<file path="config.mk">
export PLATFORM = sky130hd
export DESIGN_NAME = fbr_resolver
export DESIGN_NICKNAME = d
export VERILOG_FILES = /design/src/rtl/fbr_pkg.sv /design/src/rtl/fbr_field_decode.sv /design/src/rtl/fbr_cond_eval.sv /design/src/rtl/fbr_pc_next.sv /design/src/rtl/fbr_resolver.sv
export SDC_FILE = /design/constraint.sdc
export NUM_CORES = 1
export LEC_CHECK = 0
export CORE_ASPECT_RATIO = 1.25
export CORE_UTILIZATION = 56
export CTS_CLUSTER_DIAMETER = 200
export DETAILED_ROUTE_END_ITERATION = 12
export GPL_TIMING_DRIVEN = 0
export PLACE_DENSITY = 0.85
export SLEW_MARGIN = 5
export SYNTH_ARGS = -nofsm -noshare
export SYNTH_HDL_FRONTEND = slang
export SYNTH_HIERARCHICAL = 1
export SYNTH_SLANG_ARGS = --single-unit
</file>
<file path="constraint.sdc">
create_clock -name clk -period 1.41 [get_ports clk]
set_clock_uncertainty 0.1 [all_clocks]
set_input_delay 0.3525 -clock clk [delete_from_list [all_inputs] [get_ports clk]]
set_output_delay 0.3525 -clock clk [all_outputs]
set_load 0.03 [all_outputs]
</file>
<file path="src/rtl/fbr_pkg.sv">
package fbr_pkg;

   // Instruction field positions used to decode the branch word
   localparam int unsigned ANNUL_POS = 29;
   localparam int unsigned COND_LSB  = 25;
   localparam int unsigned FMT_LSB   = 22;
   localparam int unsigned CCSEL_LSB = 20;
   localparam int unsigned HINT_POS  = 19;
   localparam logic [2:0]  FMT_PRED  = 3'b101;

   // Floating-point condition-code values
   localparam logic [1:0] CC_EQ = 2'd0;
   localparam logic [1:0] CC_LT = 2'd1;
   localparam logic [1:0] CC_GT = 2'd2;
   localparam logic [1:0] CC_UN = 2'd3;

   typedef enum logic [3:0] {
      FC_NEVER = 4'd0,  FC_NE   = 4'd1,  FC_LG  = 4'd2,  FC_UL  = 4'd3,
      FC_LT    = 4'd4,  FC_UG   = 4'd5,  FC_GT  = 4'd6,  FC_UN  = 4'd7,
      FC_ALWAYS= 4'd8,  FC_EQ   = 4'd9,  FC_UE  = 4'd10, FC_GE  = 4'd11,
      FC_NLT   = 4'd12, FC_LE   = 4'd13, FC_NGT = 4'd14, FC_ORD = 4'd15
   } fcond_e;

   // Set of condition-code values for which a condition holds.
   // Bit i of the result stands for condition-code value i.
   function automatic logic [3:0] cond_accept_set(input fcond_e c);
      logic [3:0] s;
      logic [3:0] e, l, g, u;
      e = 4'b0001 << CC_EQ;
      l = 4'b0001 << CC_LT;
      g = 4'b0001 << CC_GT;
      u = 4'b0001 << CC_UN;
      unique case (c)
         FC_NEVER:  s = 4'b0000;
         FC_NE:     s = ~e;
         FC_LG:     s = l | g;
         FC_UL:     s = u | l;
         FC_LT:     s = l;
         FC_UG:     s = u | g;
         FC_GT:     s = g;
         FC_UN:     s = u;
         FC_ALWAYS: s = 4'b1111;
         FC_EQ:     s = e;
         FC_UE:     s = u | e;
         FC_GE:     s = g | e;
         FC_NLT:    s = ~l;
         FC_LE:     s = l | e;
         FC_NGT:    s = ~g;
         FC_ORD:    s = ~u;
         default:   s = 4'b0000;
      endcase
      return s;
   endfunction

endpackage

</file>
<file path="src/rtl/fbr_field_decode.sv">
module fbr_field_decode
   import fbr_pkg::*;
#(
   parameter int unsigned INSN_W      = 32,
   parameter int unsigned ADDR_W      = 64,
   parameter int unsigned DISP_LONG_W = 22,
   parameter int unsigned DISP_SHRT_W = 19,
   parameter bit          SUPPORT_PRED = 1'b1
) (
   input  logic [INSN_W-1:0] insn,
   output fcond_e            cond,
   output logic              annul,
   output logic              is_pred,
   output logic [1:0]        cc_sel,
   output logic [ADDR_W-1:0] disp
);

   localparam int unsigned EXT_LONG = ADDR_W - DISP_LONG_W - 2;
   localparam int unsigned EXT_SHRT = ADDR_W - DISP_SHRT_W - 2;

   logic [ADDR_W-1:0] disp_long;
   logic [ADDR_W-1:0] disp_shrt;
   logic              unused_bits;

   assign cond  = fcond_e'(insn[COND_LSB +: 4]);
   assign annul = insn[ANNUL_POS];

   // Word displacement, sign-extended and scaled to bytes
   assign disp_long = {{EXT_LONG{insn[DISP_LONG_W-1]}}, insn[DISP_LONG_W-1:0], 2'b00};
   assign disp_shrt = {{EXT_SHRT{insn[DISP_SHRT_W-1]}}, insn[DISP_SHRT_W-1:0], 2'b00};

   generate
      if (SUPPORT_PRED) begin : g_pred
         assign is_pred = (insn[FMT_LSB +: 3] == FMT_PRED);
         assign cc_sel  = is_pred ? insn[CCSEL_LSB +: 2] : 2'd0;
         assign disp    = is_pred ? disp_shrt : disp_long;
      end else begin : g_basic
         assign is_pred = 1'b0;
         assign cc_sel  = 2'd0;
         assign disp    = disp_long;
      end
   endgenerate

   // Opcode bits and the prediction hint play no part here
   assign unused_bits = ^{insn[INSN_W-1:ANNUL_POS+1], insn[HINT_POS], disp_shrt[1:0]};

endmodule

</file>
<file path="src/rtl/fbr_cond_eval.sv">
module fbr_cond_eval
   import fbr_pkg::*;
#(
   parameter int unsigned FCC_NUM = 4,
   parameter int unsigned FCC_W   = 2
) (
   input  logic [FCC_NUM*FCC_W-1:0] fcc,
   input  logic [1:0]               cc_sel,
   input  fcond_e                   cond,
   output logic                     hit
);

   logic [FCC_W-1:0] fcc_arr [FCC_NUM];
   logic [FCC_W-1:0] fcc_pick;
   logic [3:0]       accept;

   generate
      for (genvar k = 0; k < FCC_NUM; k++) begin : g_split
         assign fcc_arr[k] = fcc[k*FCC_W +: FCC_W];
      end
   endgenerate

   assign fcc_pick = fcc_arr[cc_sel];
   assign accept   = cond_accept_set(cond);
   assign hit      = accept[fcc_pick];

endmodule

</file>
<file path="src/rtl/fbr_pc_next.sv">
module fbr_pc_next
   import fbr_pkg::*;
#(
   parameter int unsigned ADDR_W     = 64,
   parameter int unsigned INSN_BYTES = 4
) (
   input  logic [ADDR_W-1:0] pc,
   input  logic [ADDR_W-1:0] npc,
   input  logic [ADDR_W-1:0] disp,
   input  logic              hit,
   input  logic              annul,
   input  logic              is_always,
   output logic [ADDR_W-1:0] pc_nx,
   output logic [ADDR_W-1:0] npc_nx
);

   localparam logic [ADDR_W-1:0] STEP1 = ADDR_W'(INSN_BYTES);
   localparam logic [ADDR_W-1:0] STEP2 = ADDR_W'(2 * INSN_BYTES);

   logic [ADDR_W-1:0] target;
   logic [ADDR_W-1:0] target_p1;
   logic [ADDR_W-1:0] npc_p1;
   logic [ADDR_W-1:0] npc_p2;

   assign target    = pc + disp;
   assign target_p1 = target + STEP1;
   assign npc_p1    = npc + STEP1;
   assign npc_p2    = npc + STEP2;

   always_comb begin
      if (hit && annul && is_always) begin
         pc_nx  = target;
         npc_nx = target_p1;
      end else if (hit) begin
         pc_nx  = npc;
         npc_nx = target;
      end else if (annul) begin
         pc_nx  = npc_p1;
         npc_nx = npc_p2;
      end else begin
         pc_nx  = npc;
         npc_nx = npc_p1;
      end
   end

endmodule

</file>
<file path="src/rtl/fbr_resolver.sv">
module fbr_resolver
   import fbr_pkg::*;
#(
   parameter int unsigned INSN_W       = 32,
   parameter int unsigned ADDR_W       = 64,
   parameter int unsigned FCC_NUM      = 4,
   parameter int unsigned FCC_W        = 2,
   parameter int unsigned DISP_LONG_W  = 22,
   parameter int unsigned DISP_SHRT_W  = 19,
   parameter int unsigned INSN_BYTES   = 4,
   parameter bit          SUPPORT_PRED = 1'b1
) (
   input  logic                     clk,
   input  logic                     rst_n,
   input  logic                     valid_i,
   input  logic [INSN_W-1:0]        insn_i,
   input  logic [FCC_NUM*FCC_W-1:0] fcc_i,
   input  logic [ADDR_W-1:0]        pc_i,
   input  logic [ADDR_W-1:0]        npc_i,
   output logic [ADDR_W-1:0]        pc_o,
   output logic [ADDR_W-1:0]        npc_o,
   output logic                     taken_o
);

   localparam logic [ADDR_W-1:0] RST_PC  = '0;
   localparam logic [ADDR_W-1:0] RST_NPC = ADDR_W'(INSN_BYTES);

   // Elaboration-time parameter checks
   generate
      if (INSN_W != 32) begin : g_bad_insn
         $error("fbr_resolver: INSN_W must be 32");
      end
      if (FCC_NUM != 4 || FCC_W != 2) begin : g_bad_fcc
         $error("fbr_resolver: four 2-bit condition codes expected");
      end
      if (DISP_LONG_W > FMT_LSB || DISP_SHRT_W > HINT_POS) begin : g_bad_disp
         $error("fbr_resolver: displacement overlaps other fields");
      end
      if (ADDR_W < DISP_LONG_W + 3) begin : g_bad_addr
         $error("fbr_resolver: ADDR_W too narrow for displacement");
      end
   endgenerate

   fcond_e            cond;
   logic              annul;
   logic              is_pred;
   logic [1:0]        cc_sel;
   logic [ADDR_W-1:0] disp;
   logic              hit;
   logic [ADDR_W-1:0] pc_nx;
   logic [ADDR_W-1:0] npc_nx;
   logic              unused_fmt;

   fbr_field_decode #(
      .INSN_W      (INSN_W),
      .ADDR_W      (ADDR_W),
      .DISP_LONG_W (DISP_LONG_W),
      .DISP_SHRT_W (DISP_SHRT_W),
      .SUPPORT_PRED(SUPPORT_PRED)
   ) i_decode (
      .insn   (insn_i),
      .cond   (cond),
      .annul  (annul),
      .is_pred(is_pred),
      .cc_sel (cc_sel),
      .disp   (disp)
   );

   fbr_cond_eval #(
      .FCC_NUM(FCC_NUM),
      .FCC_W  (FCC_W)
   ) i_cond (
      .fcc   (fcc_i),
      .cc_sel(cc_sel),
      .cond  (cond),
      .hit   (hit)
   );

   fbr_pc_next #(
      .ADDR_W    (ADDR_W),
      .INSN_BYTES(INSN_BYTES)
   ) i_pcnx (
      .pc       (pc_i),
      .npc      (npc_i),
      .disp     (disp),
      .hit      (hit),
      .annul    (annul),
      .is_always(cond == FC_ALWAYS),
      .pc_nx    (pc_nx),
      .npc_nx   (npc_nx)
   );

   assign unused_fmt = is_pred;

   always_ff @(posedge clk or negedge rst_n) begin
      if (!rst_n) begin
         pc_o    <= RST_PC;
         npc_o   <= RST_NPC;
         taken_o <= 1'b0;
      end else if (valid_i) begin
         pc_o    <= pc_nx;
         npc_o   <= npc_nx;
         taken_o <= hit;
      end
   end

endmodule

</file>
==> qor_table.md, run 1 <==
| Metric | Value | Unit |
|:---|:---|:---|
| Y dimension of the die | 192.1 | um |
| Leading area contributor after synthesis | sky130_fd_sc_hd__dfrtp_1 | - |
| Halt Reason | [ERROR GRT-0232] Routing congestion too high. Check the congestion heatmap in the GUI. | - |
| Global router's overall resource usage | 0.9580 | - |
| Placed instance area | 20450 | sq um |
| Number of instances in the synthesized netlist | 2079 | - |
| Total clock buffers created by CTS | 17 | - |
| Top flip-flop cell by instance count after synthesis | sky130_fd_sc_hd__dfrtp_1 | - |
| Terminating stage of the flow | 5_1_grt | - |
| HPWL after detailed placement | 56.42 | mm |
| Post-Syn Area | 16190 | sq um |
| I/O pin total | 300 | - |
| Top area cells in the synthesized netlist | sky130_fd_sc_hd__dfrtp_1 (20%), sky130_fd_sc_hd__mux2_2 (9.4%), sky130_fd_sc_hd__nand2_1 (5.5%) | - |
| Worst endpoint pin kind | sequential cell input | - |
| Starting density of the core | 0.5700 | - |
| Post-placement cell count | 2697 | - |
| Top-area cell type share of the netlist area | 0.1978 | - |
| Yosys cell types | 109 | - |
| Routability cong. | 1.087 | - |
| Clock H-tree levels | 4 | - |
| Pin count of the biggest net entering global routing | 75 | - |
| Die X | 154.1 | um |
| Number of clock sinks | 129 | - |
| Clock root buffer master | sky130_fd_sc_hd__clkbuf_16 | - |
| Sequential cell area fraction in the yosys report | 0.1995 | - |
| Port buffer count | 260 | - |
| Congestion Overflow GR | 1451 | - |
| Number of enable flip-flop cells after synthesis | 0 | - |
| Post-synth ARST share | 1.000 | - |
| Yosys warnings | 6 | - |
| GR repair worst EP | npc_o[63]$_DFFE_PN0P_/D | - |
| Mean instance size in the synthesized netlist | 7.788 | sq um |
| Status | did not finish | - |
| Standard-cell row count | 69 | - |
| Maximum root-to-sink buffer count | 2 | - |
| Synth Register Bits | 129 | - |
## cell usage after synthesis, types with 32 or more instances
| master | number |
|---|---|
| sky130_fd_sc_hd__nor2_1 | 197 |
| sky130_fd_sc_hd__a21oi_1 | 149 |
| sky130_fd_sc_hd__ha_1 | 69 |
| sky130_fd_sc_hd__nand4_1 | 64 |
| sky130_fd_sc_hd__dfrtp_1 | 128 |
| sky130_fd_sc_hd__clkbuf_1 | 63 |
| sky130_fd_sc_hd__buf_4 | 71 |
| sky130_fd_sc_hd__mux2_2 | 135 |
| sky130_fd_sc_hd__inv_1 | 32 |
| sky130_fd_sc_hd__nor3_1 | 49 |
| sky130_fd_sc_hd__nand2_1 | 238 |
| sky130_fd_sc_hd__xor2_1 | 76 |
| sky130_fd_sc_hd__xnor2_1 | 81 |
| sky130_fd_sc_hd__nand3_1 | 67 |
| sky130_fd_sc_hd__o21ai_0 | 137 |
## layer usage
metal,GRT overflow,global-route usage
met2,980,1.159
met1,48,0.8816
met3,52,0.7877
met4,364,1.100
met5,7,0.5782
## stage by stage
stage / worst slack [ns] / hold WS (ns)
2_1_floorplan: -3.545 / -0.04309
3_3_place_gp: -5.191 / 0.3887
3_5_place_dp: -5.198 / 0.2505
4_1_cts: -3.454 / 0.1513
## logic make-up after synthesis
family / after synthesis / synth area share
XOR/XNOR: 157 / 0.08493
other: 1 / 0.0002316
AND/OR/NAND/NOR: 818 / 0.2607
buffers and inverters: 216 / 0.07627
adder cells (fa/ha/maj): 70 / 0.05456
multiplexers: 146 / 0.1034
AO/OA/AOI/OAI: 542 / 0.2204
flip-flops: 129 / 0.1995
## repair_timing
item,4_1_cts
hold buffers,1
endpoints found under the setup margin,258
pin swaps,98
buffers inserted,118
cloned,5
endpoints found under the hold margin,55
resized for setup,316
==> inputs of run 2 (changes only) <==
--- a/config.mk
+++ b/config.mk
@@ -5,12 +5,10 @@
 export SDC_FILE = /design/constraint.sdc
 export NUM_CORES = 1
 export LEC_CHECK = 0
-export CORE_ASPECT_RATIO = 1.25
-export CORE_UTILIZATION = 56
-export CTS_CLUSTER_DIAMETER = 200
+export CORE_UTILIZATION = 40
 export DETAILED_ROUTE_END_ITERATION = 12
 export GPL_TIMING_DRIVEN = 0
-export PLACE_DENSITY = 0.85
+export PLACE_DENSITY_LB_ADDON = 0.15
 export SLEW_MARGIN = 5
 export SYNTH_ARGS = -nofsm -noshare
 export SYNTH_HDL_FRONTEND = slang
==> qor_table.md, run 2 <==
| Metric | Value | Unit | Delta |
|:---|:---|:---|:---|
| Status | complete, but fails checks | - | was did not finish |
| Failing checks | negative setup slack | - |  |
| Final setup margin | -3.637 | ns |  |
| Required time of the critical path | 1.65 | ns |  |
| HPWL after detailed placement | 59.77 | mm | was 56.42 mm |
| Crit. Startpoint | insn_i[23] | - |  |
| Number of instances in the synthesized netlist | 2079 | - | unchanged |
| Final antenna-violating net count | 0 | - |  |
| Worst hold slack | 0.2223 | ns |  |
| Port buffer count | 260 | - | unchanged |
| Area of the core | 39820 | sq um |  |
| Critical R2R Launch | npc_o[39]$_DFFE_PN0P_ | - |  |
| CTS clock-pin slew for the worst setup and hold paths | 0.06 | ns |  |
| Nature of the critical path startpoint | primary input | - |  |
| Post-Syn Area | 16190 | sq um | unchanged |
| Top flip-flop cell by instance count after synthesis | sky130_fd_sc_hd__dfrtp_1 | - | unchanged |
| Delay of the slowest cell on the worst path | 0.53 | ns |  |
| Area growth from synthesis to layout | 79.43 | % |  |
| Total inserted antenna cells | 0 | - |  |
| Clock tree from TritonCTS | yes | - |  |
| I/O pin total | 300 | - | unchanged |
| End-of-flow core utilization | 0.7295 | - |  |
| Pin count of the biggest net entering global routing | 67 | - |  |
| Maximum fanout count along the critical path | 7 | - |  |
| Number of optimization iterations in the first detailed-route pass | 6 | - |  |
| Post-synth ARST share | 1.000 | - | unchanged |
| Standard-cell row count | 73 | - | was 69 |
| Top-area cell type share of the netlist area | 0.1978 | - | unchanged |
| Post-detailed-route DRC marker count | 0 | - |  |
| Slowest CP cell | sky130_fd_sc_hd__or4_4 | - |  |
| Mean instance size in the synthesized netlist | 7.788 | sq um | unchanged |
| Highest Clock Rate | 198.1 | MHz |  |
| Relative max-transition margin | 0.2535 | - |  |
| Min-Delay Path Depth | 2 | - |  |
| Count of vias placed by the detailed router | 20580 | - |  |
| Number of clock sinks | 129 | - | unchanged |
| Destination of the worst register-to-register timing path | npc_o[39]$_DFFE_PN0P_ | - |  |
| Worst R2R Setup Slack | 0.32 | ns |  |
| Final period demand of the worst path | 5.047 | ns |  |
| Y dimension of the die | 203.2 | um | was 192.1 um |
| Maximum root-to-sink buffer count | 2 | - | unchanged |
| Clock root buffer master | sky130_fd_sc_hd__clkbuf_16 | - | unchanged |
| Leading area contributor after synthesis | sky130_fd_sc_hd__dfrtp_1 | - | unchanged |
| Worst Hold End | npc_o[2]$_DFFE_PN1P_ | - |  |
| Endpoint arrival time on the critical path | 5.28 | ns |  |
| Tcrit/Tclk final | 3.580 | - |  |
| Violation count after the first detailed-routing iteration | 2000 | - |  |
| Via/cell ratio | 6.298 | - |  |
| Total clock buffers created by CTS | 17 | - | unchanged |
| Worst ir drop on vdd | 958.9 | uV |  |
| Most instantiated cells after synthesis | sky130_fd_sc_hd__nand2_1 (238), sky130_fd_sc_hd__nor2_1 (197), sky130_fd_sc_hd__a21oi_1 (149), sky130_fd_sc_hd__o21ai_0 (137), sky130_fd_sc_hd__mux2_2 (135) | - | unchanged |
| Final net count | 2970 | - |  |
| Top area cells in the synthesized netlist | sky130_fd_sc_hd__dfrtp_1 (20%), sky130_fd_sc_hd__mux2_2 (9.4%), sky130_fd_sc_hd__nand2_1 (5.5%) | - | unchanged |
| Yosys cell types | 109 | - | unchanged |
| Final routed wire length divided by cell count | 26.55 | um |  |
| Wire length of the first global-routing pass | 121.5 | mm |  |
| Slew @ Worst Pin | 1.120 | ns |  |
| Number of enable flip-flop cells after synthesis | 0 | - | unchanged |
| Vias in the first global route | 19830 | - |  |
| Sequential cell area fraction in the yosys report | 0.1995 | - | unchanged |
| Clk Latency, worst-skew pair | 0.44 | ns |  |
| Final non-filler cell area | 29050 | sq um |  |
| Routability cong. | 1.013 | - | was 1.087 |
| Starting density of the core | 0.4066 | - | was 0.5700 |
| Number of antenna violations at the first check in global routing | 0 | - |  |
| Synth Register Bits | 129 | - | unchanged |
| Die X | 203.2 | um | was 154.1 um |
| Placed instance area | 20660 | sq um | was 20450 sq um |
| Path category of the worst min-delay check | primary input to flop | - |  |
| Max-cap viol count | 0 | - |  |
| Chain of cells forming the critical path | buf_6 -> and3b_2 -> buf_8 -> mux2_8 -> buf_6 -> ha_4 -> nand4_4 -> or4_4 -> o21ai_4 -> nor2_2 -> o31ai_4 -> nand4_1 -> buf_8 -> buf_4 -> nor3_2 -> nand4b_1 -> or4_4 -> a31o_1 -> mux2_4 | - |  |
| Most used standard cell by instance count after synthesis | sky130_fd_sc_hd__nand2_1 | - | unchanged |
| Startpoint of the tightest hold check path | valid_i | - |  |
| Floorplan die area | 41280 | sq um |  |
| Final hold viol count | 0 | - |  |
| Global router's overall resource usage | 0.3918 | - |  |
| Final number of max-transition violations | 0 | - |  |
| Clock H-tree levels | 4 | - | unchanged |
| Critical path type | primary input to flop | - |  |
| Count of endpoints failing setup in the final report | 258 | - |  |
| Kind of end point of the critical path | flop | - |  |
| Yosys warnings | 6 | - | unchanged |
| Final standard cell count with taps included and fillers excluded | 3267 | - |  |
| Met2 track demand over resource | 0.6453 | - |  |
| Most common cell after layout, fill and taps aside | sky130_fd_sc_hd__buf_6 | - |  |
| Total wire length | 86.74 | mm |  |
| Commonest cells after routing, fill and taps aside | sky130_fd_sc_hd__buf_6 (306), sky130_fd_sc_hd__buf_4 (278), sky130_fd_sc_hd__nand2_1 (179) | - |  |
| PD cells | 961.5 | nW/um^2 |  |
| Reg2Reg Depth | 2 | - |  |
| Leakage | 11.80 | nW |  |
| Congestion Overflow GR | 0 | - |  |
| Met1 GRT Util | 0.4927 | - |  |
| RSZ-0062 raised after global routing | true | - |  |
| Post-placement cell count | 2866 | - | was 2697 |
| Global routing's busiest layer | met2 | - |  |
| Met3 Track Usage GR | 0.06552 | - |  |
| Largest registers | npc_o x64, pc_o x64, taken_o x1 | - |  |
| Share of layout cells above drive strength 1 | 0.5175 | - |  |
-- run 2: cell counts after synthesis --
Identical to the previous run, type by type.
-- run 2: cell type report --
| type | instances | area (sq um) |
|---|---|---|
| buffer | 163 | 1693 |
| clock buffer | 19 | 442.9 |
| clock inverter | 13 | 209.0 |
| fill | 2924 | 10770 |
| inverter | 33 | 126.4 |
| multi-input combinational | 1741 | 16310 |
| sequential | 129 | 3233 |
| tap | 525 | 656.9 |
| timing repair buffer | 644 | 6376 |
-- run 2: worst max-delay path: cells and delay by family --
family          cells  cell delay [ns]
simple gates        8             2.32
compound gates      3             0.88
mux                 2             0.67
buf+inv             5             0.71
fa+ha+maj           1             0.33
-- run 2: worst max-delay path by stage --
stage / to / slack [ns] / depth (start not counted)
2_1_floorplan: npc_o[63]$_DFFE_PN0P_ / -3.55 / 19
3_3_place_gp: taken_o$_DFFE_PN0P_ / -5.24 / 1
3_5_place_dp: npc_o[63]$_DFFE_PN0P_ / -5.19 / 18
4_1_cts: npc_o[63]$_DFFE_PN0P_ / -3.42 / 20
5_1_grt: npc_o[63]$_DFFE_PN0P_ / -3.65 / 20
6_report: npc_o[63]$_DFFE_PN0P_ / -3.64 / 19
-- run 2: what timing repair did --
item	4_1_cts	5_1_grt
hold buffers	1	0
cloned	16	2
endpoints found under the setup margin	258	322
pin swaps	187	197
buffers inserted	275	113
gates resized for setup	1579	401
hold endpoints to repair	64	0
-- run 2: power breakdown --
part / internal [W] / total, W / switching (W) / leakage, nW
clock: 0.00318 / 0.00498 / 0.00179 / 0.310
combinational: 0.00824 / 0.0177 / 0.00950 / 9.99
sequential: 0.00448 / 0.00522 / 0.000742 / 1.51
total: 0.0159 / 0.0279 / 0.0120 / 11.8
-- run 2: cell families after synthesis --
group | after synthesis | share of synthesized area
AND/OR/NAND/NOR | 818 | 0.2607
buffers and inverters | 216 | 0.07627
multiplexers | 146 | 0.1034
adder cells (fa/ha/maj) | 70 | 0.05456
XOR/XNOR | 157 | 0.08493
other | 1 | 0.0002316
flip-flops | 129 | 0.1995
AO/OA/AOI/OAI | 542 | 0.2204
-- run 2: through the flow --
step           power, W  TNS (ns)  setup WS, ns
6_report        0.02793   -320.54        -3.637
5_1_grt         0.02879   -333.90        -3.652
4_1_cts         0.02578   -305.89        -3.424
3_5_place_dp    0.01688   -449.69        -5.187
3_3_place_gp    0.01675  -1121.41        -5.242
2_1_floorplan   0.01233   -284.27        -3.545
-- run 2: per-layer routing --
layer,up-vias,share of wire
met5,-,0
met4,0,0.063
met3,329,0.085
met2,1209,0.46
met1,10120,0.39
li1,8922,-
(Power assumes the default switching activity.)
==> inputs of run 3 (changes only) <==
--- a/config.mk
+++ b/config.mk
@@ -9,7 +9,7 @@
 export DETAILED_ROUTE_END_ITERATION = 12
 export GPL_TIMING_DRIVEN = 0
 export PLACE_DENSITY_LB_ADDON = 0.15
-export SLEW_MARGIN = 5
+export SLEW_MARGIN = 25
 export SYNTH_ARGS = -nofsm -noshare
 export SYNTH_HDL_FRONTEND = slang
 export SYNTH_HIERARCHICAL = 1
==> qor_table.md, run 3 (synthesis results as in run 2) <==
| Metric | Value | Unit | Delta |
|:---|:---|:---|:---|
| Status | complete, but fails checks | - | unchanged |
| Failing checks | negative setup slack | - | unchanged |
| Final number of max-transition violations | 0 | - | unchanged |
| Port buffer count | 260 | - | unchanged |
| Number of optimization iterations in the first detailed-route pass | 7 | - | was 6 |
| Leakage | 11.14 | nW | was 11.80 nW |
| Final setup margin | -3.533 | ns | was -3.637 ns |
| Endpoint arrival time on the critical path | 5.22 | ns | was 5.28 ns |
| Standard-cell row count | 73 | - | unchanged |
| Slew @ Worst Pin | 1.096 | ns | was 1.120 ns |
| Vias in the first global route | 19730 | - | was 19830 |
| Number of clock sinks | 129 | - | unchanged |
| Worst hold slack | 0.2380 | ns | was 0.2223 ns |
| Critical R2R Launch | npc_o[29]$_DFFE_PN0P_ | - | was npc_o[39]$_DFFE_PN0P_ |
| Routability cong. | 1.013 | - | unchanged |
| HPWL after detailed placement | 59.73 | mm | was 59.77 mm |
| Reg2Reg Depth | 1 | - | was 2 |
| CTS clock-pin slew for the worst setup and hold paths | 0.06 | ns | about the same |
| Wire length of the first global-routing pass | 120.6 | mm | was 121.5 mm |
| Maximum root-to-sink buffer count | 2 | - | unchanged |
| Worst Hold End | npc_o[2]$_DFFE_PN1P_ | - | unchanged |
| Commonest cells after routing, fill and taps aside | sky130_fd_sc_hd__buf_4 (278), sky130_fd_sc_hd__clkdlybuf4s50_1 (234), sky130_fd_sc_hd__nand2_1 (187) | - | was sky130_fd_sc_hd__buf_6 (306), sky130_fd_sc_hd__buf_4 (278), sky130_fd_sc_hd__nand2_1 (179) |
| Post-detailed-route DRC marker count | 0 | - | unchanged |
| Area of the core | 39820 | sq um | unchanged |
| Nature of the critical path startpoint | primary input | - | unchanged |
| Via/cell ratio | 6.244 | - | was 6.298 |
| Area of combinational cells with multiple inputs | 16160 | sq um | was 16310 sq um |
| Min-Delay Path Depth | 2 | - | unchanged |
| Clock tree from TritonCTS | yes | - | unchanged |
| Count of endpoints failing setup in the final report | 258 | - | unchanged |
| RSZ-0062 raised after global routing | true | - | unchanged |
| Worst R2R Setup Slack | 0.43 | ns | was 0.32 ns |
| Tcrit/Tclk final | 3.506 | - | was 3.580 |
| Destination of the worst register-to-register timing path | npc_o[29]$_DFFE_PN0P_ | - | was npc_o[39]$_DFFE_PN0P_ |
| Number of antenna violations at the first check in global routing | 3 | - | was 0 |
| Count of vias placed by the detailed router | 20190 | - | was 20580 |
| Area growth from synthesis to layout | 74.09 | % | was 79.43% |
| Clock H-tree levels | 4 | - | unchanged |
| Sum of negative setup slack | -385.91 | ns | was -320.54 ns |
| Clk Latency, worst-skew pair | 0.43 | ns | was 0.44 ns |
| Congestion Overflow GR | 0 | - | unchanged |
| Pin count of the biggest net entering global routing | 67 | - | unchanged |
| Worst slack, placed | -5.173 | ns | was -5.187 ns |
| Final non-filler cell area | 28190 | sq um | was 29050 sq um |
| Area used by sequential logic in the layout | 3229 | sq um | was 3233 sq um |
| Layout filler cell count | 3005 | - | was 2924 |
| Critical path type | primary input to flop | - | unchanged |
| Floorplan die area | 41280 | sq um | unchanged |
| Max-cap viol count | 0 | - | unchanged |
| Final antenna-violating net count | 0 | - | unchanged |
| Final hold viol count | 0 | - | unchanged |
| Final net count | 2934 | - | was 2970 |
| Clock root buffer master | sky130_fd_sc_hd__clkbuf_16 | - | unchanged |
| Maximum fanout count along the critical path | 7 | - | unchanged |
| Path category of the worst min-delay check | primary input to flop | - | unchanged |
| Total clock buffers created by CTS | 17 | - | unchanged |
| Relative max-transition margin | 0.2693 | - | was 0.2535 |
| Post-placement cell count | 2867 | - | was 2866 |
| Starting density of the core | 0.4066 | - | unchanged |
| Final routed wire length divided by cell count | 25.84 | um | was 26.55 um |
| Violation count after the first detailed-routing iteration | 1705 | - | was 2000 |
| Highest Clock Rate | 202.3 | MHz | was 198.1 MHz |
| Final standard cell count with taps included and fillers excluded | 3233 | - | was 3267 |
| Largest registers | npc_o x64, pc_o x64, taken_o x1 | - | unchanged |
| Kind of end point of the critical path | flop | - | unchanged |
| Placed instance area | 20670 | sq um | was 20660 sq um |
| Global router's overall resource usage | 0.3865 | - | was 0.3918 |
| Startpoint of the tightest hold check path | valid_i | - | unchanged |
| I/O pin total | 300 | - | unchanged |
| PD cells | 934.9 | nW/um^2 | was 961.5 nW/um^2 |
| Y dimension of the die | 203.2 | um | unchanged |
| Required time of the critical path | 1.68 | ns | was 1.65 ns |
| Share of layout cells above drive strength 1 | 0.4608 | - | was 0.5175 |
| Die X | 203.2 | um | unchanged |
| Most common cell after layout, fill and taps aside | sky130_fd_sc_hd__buf_4 | - | was sky130_fd_sc_hd__buf_6 |
| Final period demand of the worst path | 4.943 | ns | was 5.047 ns |
| Worst ir drop on vdd | 903.3 | uV | was 958.9 uV |
| Total wire length | 83.55 | mm | was 86.74 mm |
## run 3: cell types whose count changed in the layout (fill, tap and decap cells not counted), moves of 6 or more
cell and delta:
sky130_fd_sc_hd__xnor2_1 +6, sky130_fd_sc_hd__clkbuf_16 -8, sky130_fd_sc_hd__buf_6 -159, sky130_fd_sc_hd__a21oi_4 +7, sky130_fd_sc_hd__clkbuf_8 +8, sky130_fd_sc_hd__ha_4 +6
sky130_fd_sc_hd__a211oi_2 -7, sky130_fd_sc_hd__nand2_1 +8, sky130_fd_sc_hd__mux2_2 +20, sky130_fd_sc_hd__mux2_4 -20, sky130_fd_sc_hd__clkdlybuf4s50_1 +123
## run 3: how the worst max path moves through the flow
stage | to | from | slack (ns)
after floorplan | npc_o[63]$_DFFE_PN0P_ | insn_i[23] | -3.55
after global placement | taken_o$_DFFE_PN0P_ | rst_n | -5.24
after detailed placement | npc_o[63]$_DFFE_PN0P_ | insn_i[23] | -5.17
after CTS | npc_o[63]$_DFFE_PN0P_ | insn_i[23] | -3.41
after global routing | npc_o[61]$_DFFE_PN0P_ | insn_i[23] | -3.62
final | npc_o[60]$_DFFE_PN0P_ | insn_i[23] | -3.53
## run 3: critical path, cell delays in order
cell	delay, ns
sky130_fd_sc_hd__buf_6	0.09
sky130_fd_sc_hd__and3b_1	0.23
sky130_fd_sc_hd__buf_8	0.16
sky130_fd_sc_hd__buf_4	0.12
sky130_fd_sc_hd__buf_6	0.08
sky130_fd_sc_hd__mux2_4	0.33
sky130_fd_sc_hd__buf_6	0.13
sky130_fd_sc_hd__ha_4	0.29
sky130_fd_sc_hd__nand2_4	0.07
sky130_fd_sc_hd__nor4_4	0.43
sky130_fd_sc_hd__nand3_2	0.17
sky130_fd_sc_hd__a211oi_4	0.35
sky130_fd_sc_hd__buf_4	0.19
sky130_fd_sc_hd__nor3b_4	0.05
sky130_fd_sc_hd__xnor2_2	0.19
sky130_fd_sc_hd__or3_4	0.41
sky130_fd_sc_hd__or3_4	0.36
sky130_fd_sc_hd__buf_12	0.15
sky130_fd_sc_hd__buf_6	0.11
sky130_fd_sc_hd__nor3_4	0.11
sky130_fd_sc_hd__buf_6	0.17
sky130_fd_sc_hd__buf_6	0.11
sky130_fd_sc_hd__nand4_1	0.12
sky130_fd_sc_hd__a31oi_1	0.25
sky130_fd_sc_hd__mux2_4	0.19
## run 3: timing repair
| action | 4_1_cts | 5_1_grt |
|---|---|---|
| gates cloned | 11 | 1 |
| hold buffers | 1 | 0 |
| buffers inserted | 235 | 113 |
| hold endpoints to repair | 64 | 0 |
| gates resized for setup | 712 | 304 |
| setup endpoints to repair | 258 | 266 |
| pin swaps | 214 | 126 |
## run 3: layout make-up
class,count,share of cell area
timing repair buffer,608,0.2054
buffer,163,0.05895
multi-input combinational,1741,0.5734
clock buffer,22,0.01718
tap,525,0.02331
clock inverter,10,0.002131
antenna,2,0.0001776
inverter,33,0.004839
sequential,129,0.1146
## run 3: layer usage
| metal | GRT usage | vias up | share of wire |
|---|---|---|---|
| met3 | 0.05641 | 264 | 0.075 |
| met1 | 0.4875 | 9994 | 0.40 |
| met5 | 0 | - | 0 |
| met2 | 0.6432 | 1071 | 0.47 |
| met4 | 0.1915 | 0 | 0.057 |
| li1 | - | 8858 | - |
## run 3: per-stage QoR
step                      power (W)  utilization
after CTS                   0.02440       0.6576
final                       0.02635       0.7078
after global placement      0.01675       0.5178
after global routing        0.02725       0.7078
after detailed placement    0.01688       0.5191
after floorplan             0.01233            -
## run 3: where the power goes
group	switching [W]	leakage [nW]	total (W)	internal [W]
Sequential	0.000594	1.51	0.00506	0.00447
Combinational	0.00922	9.36	0.0171	0.00787
Clock	0.00178	0.263	0.00419	0.00241
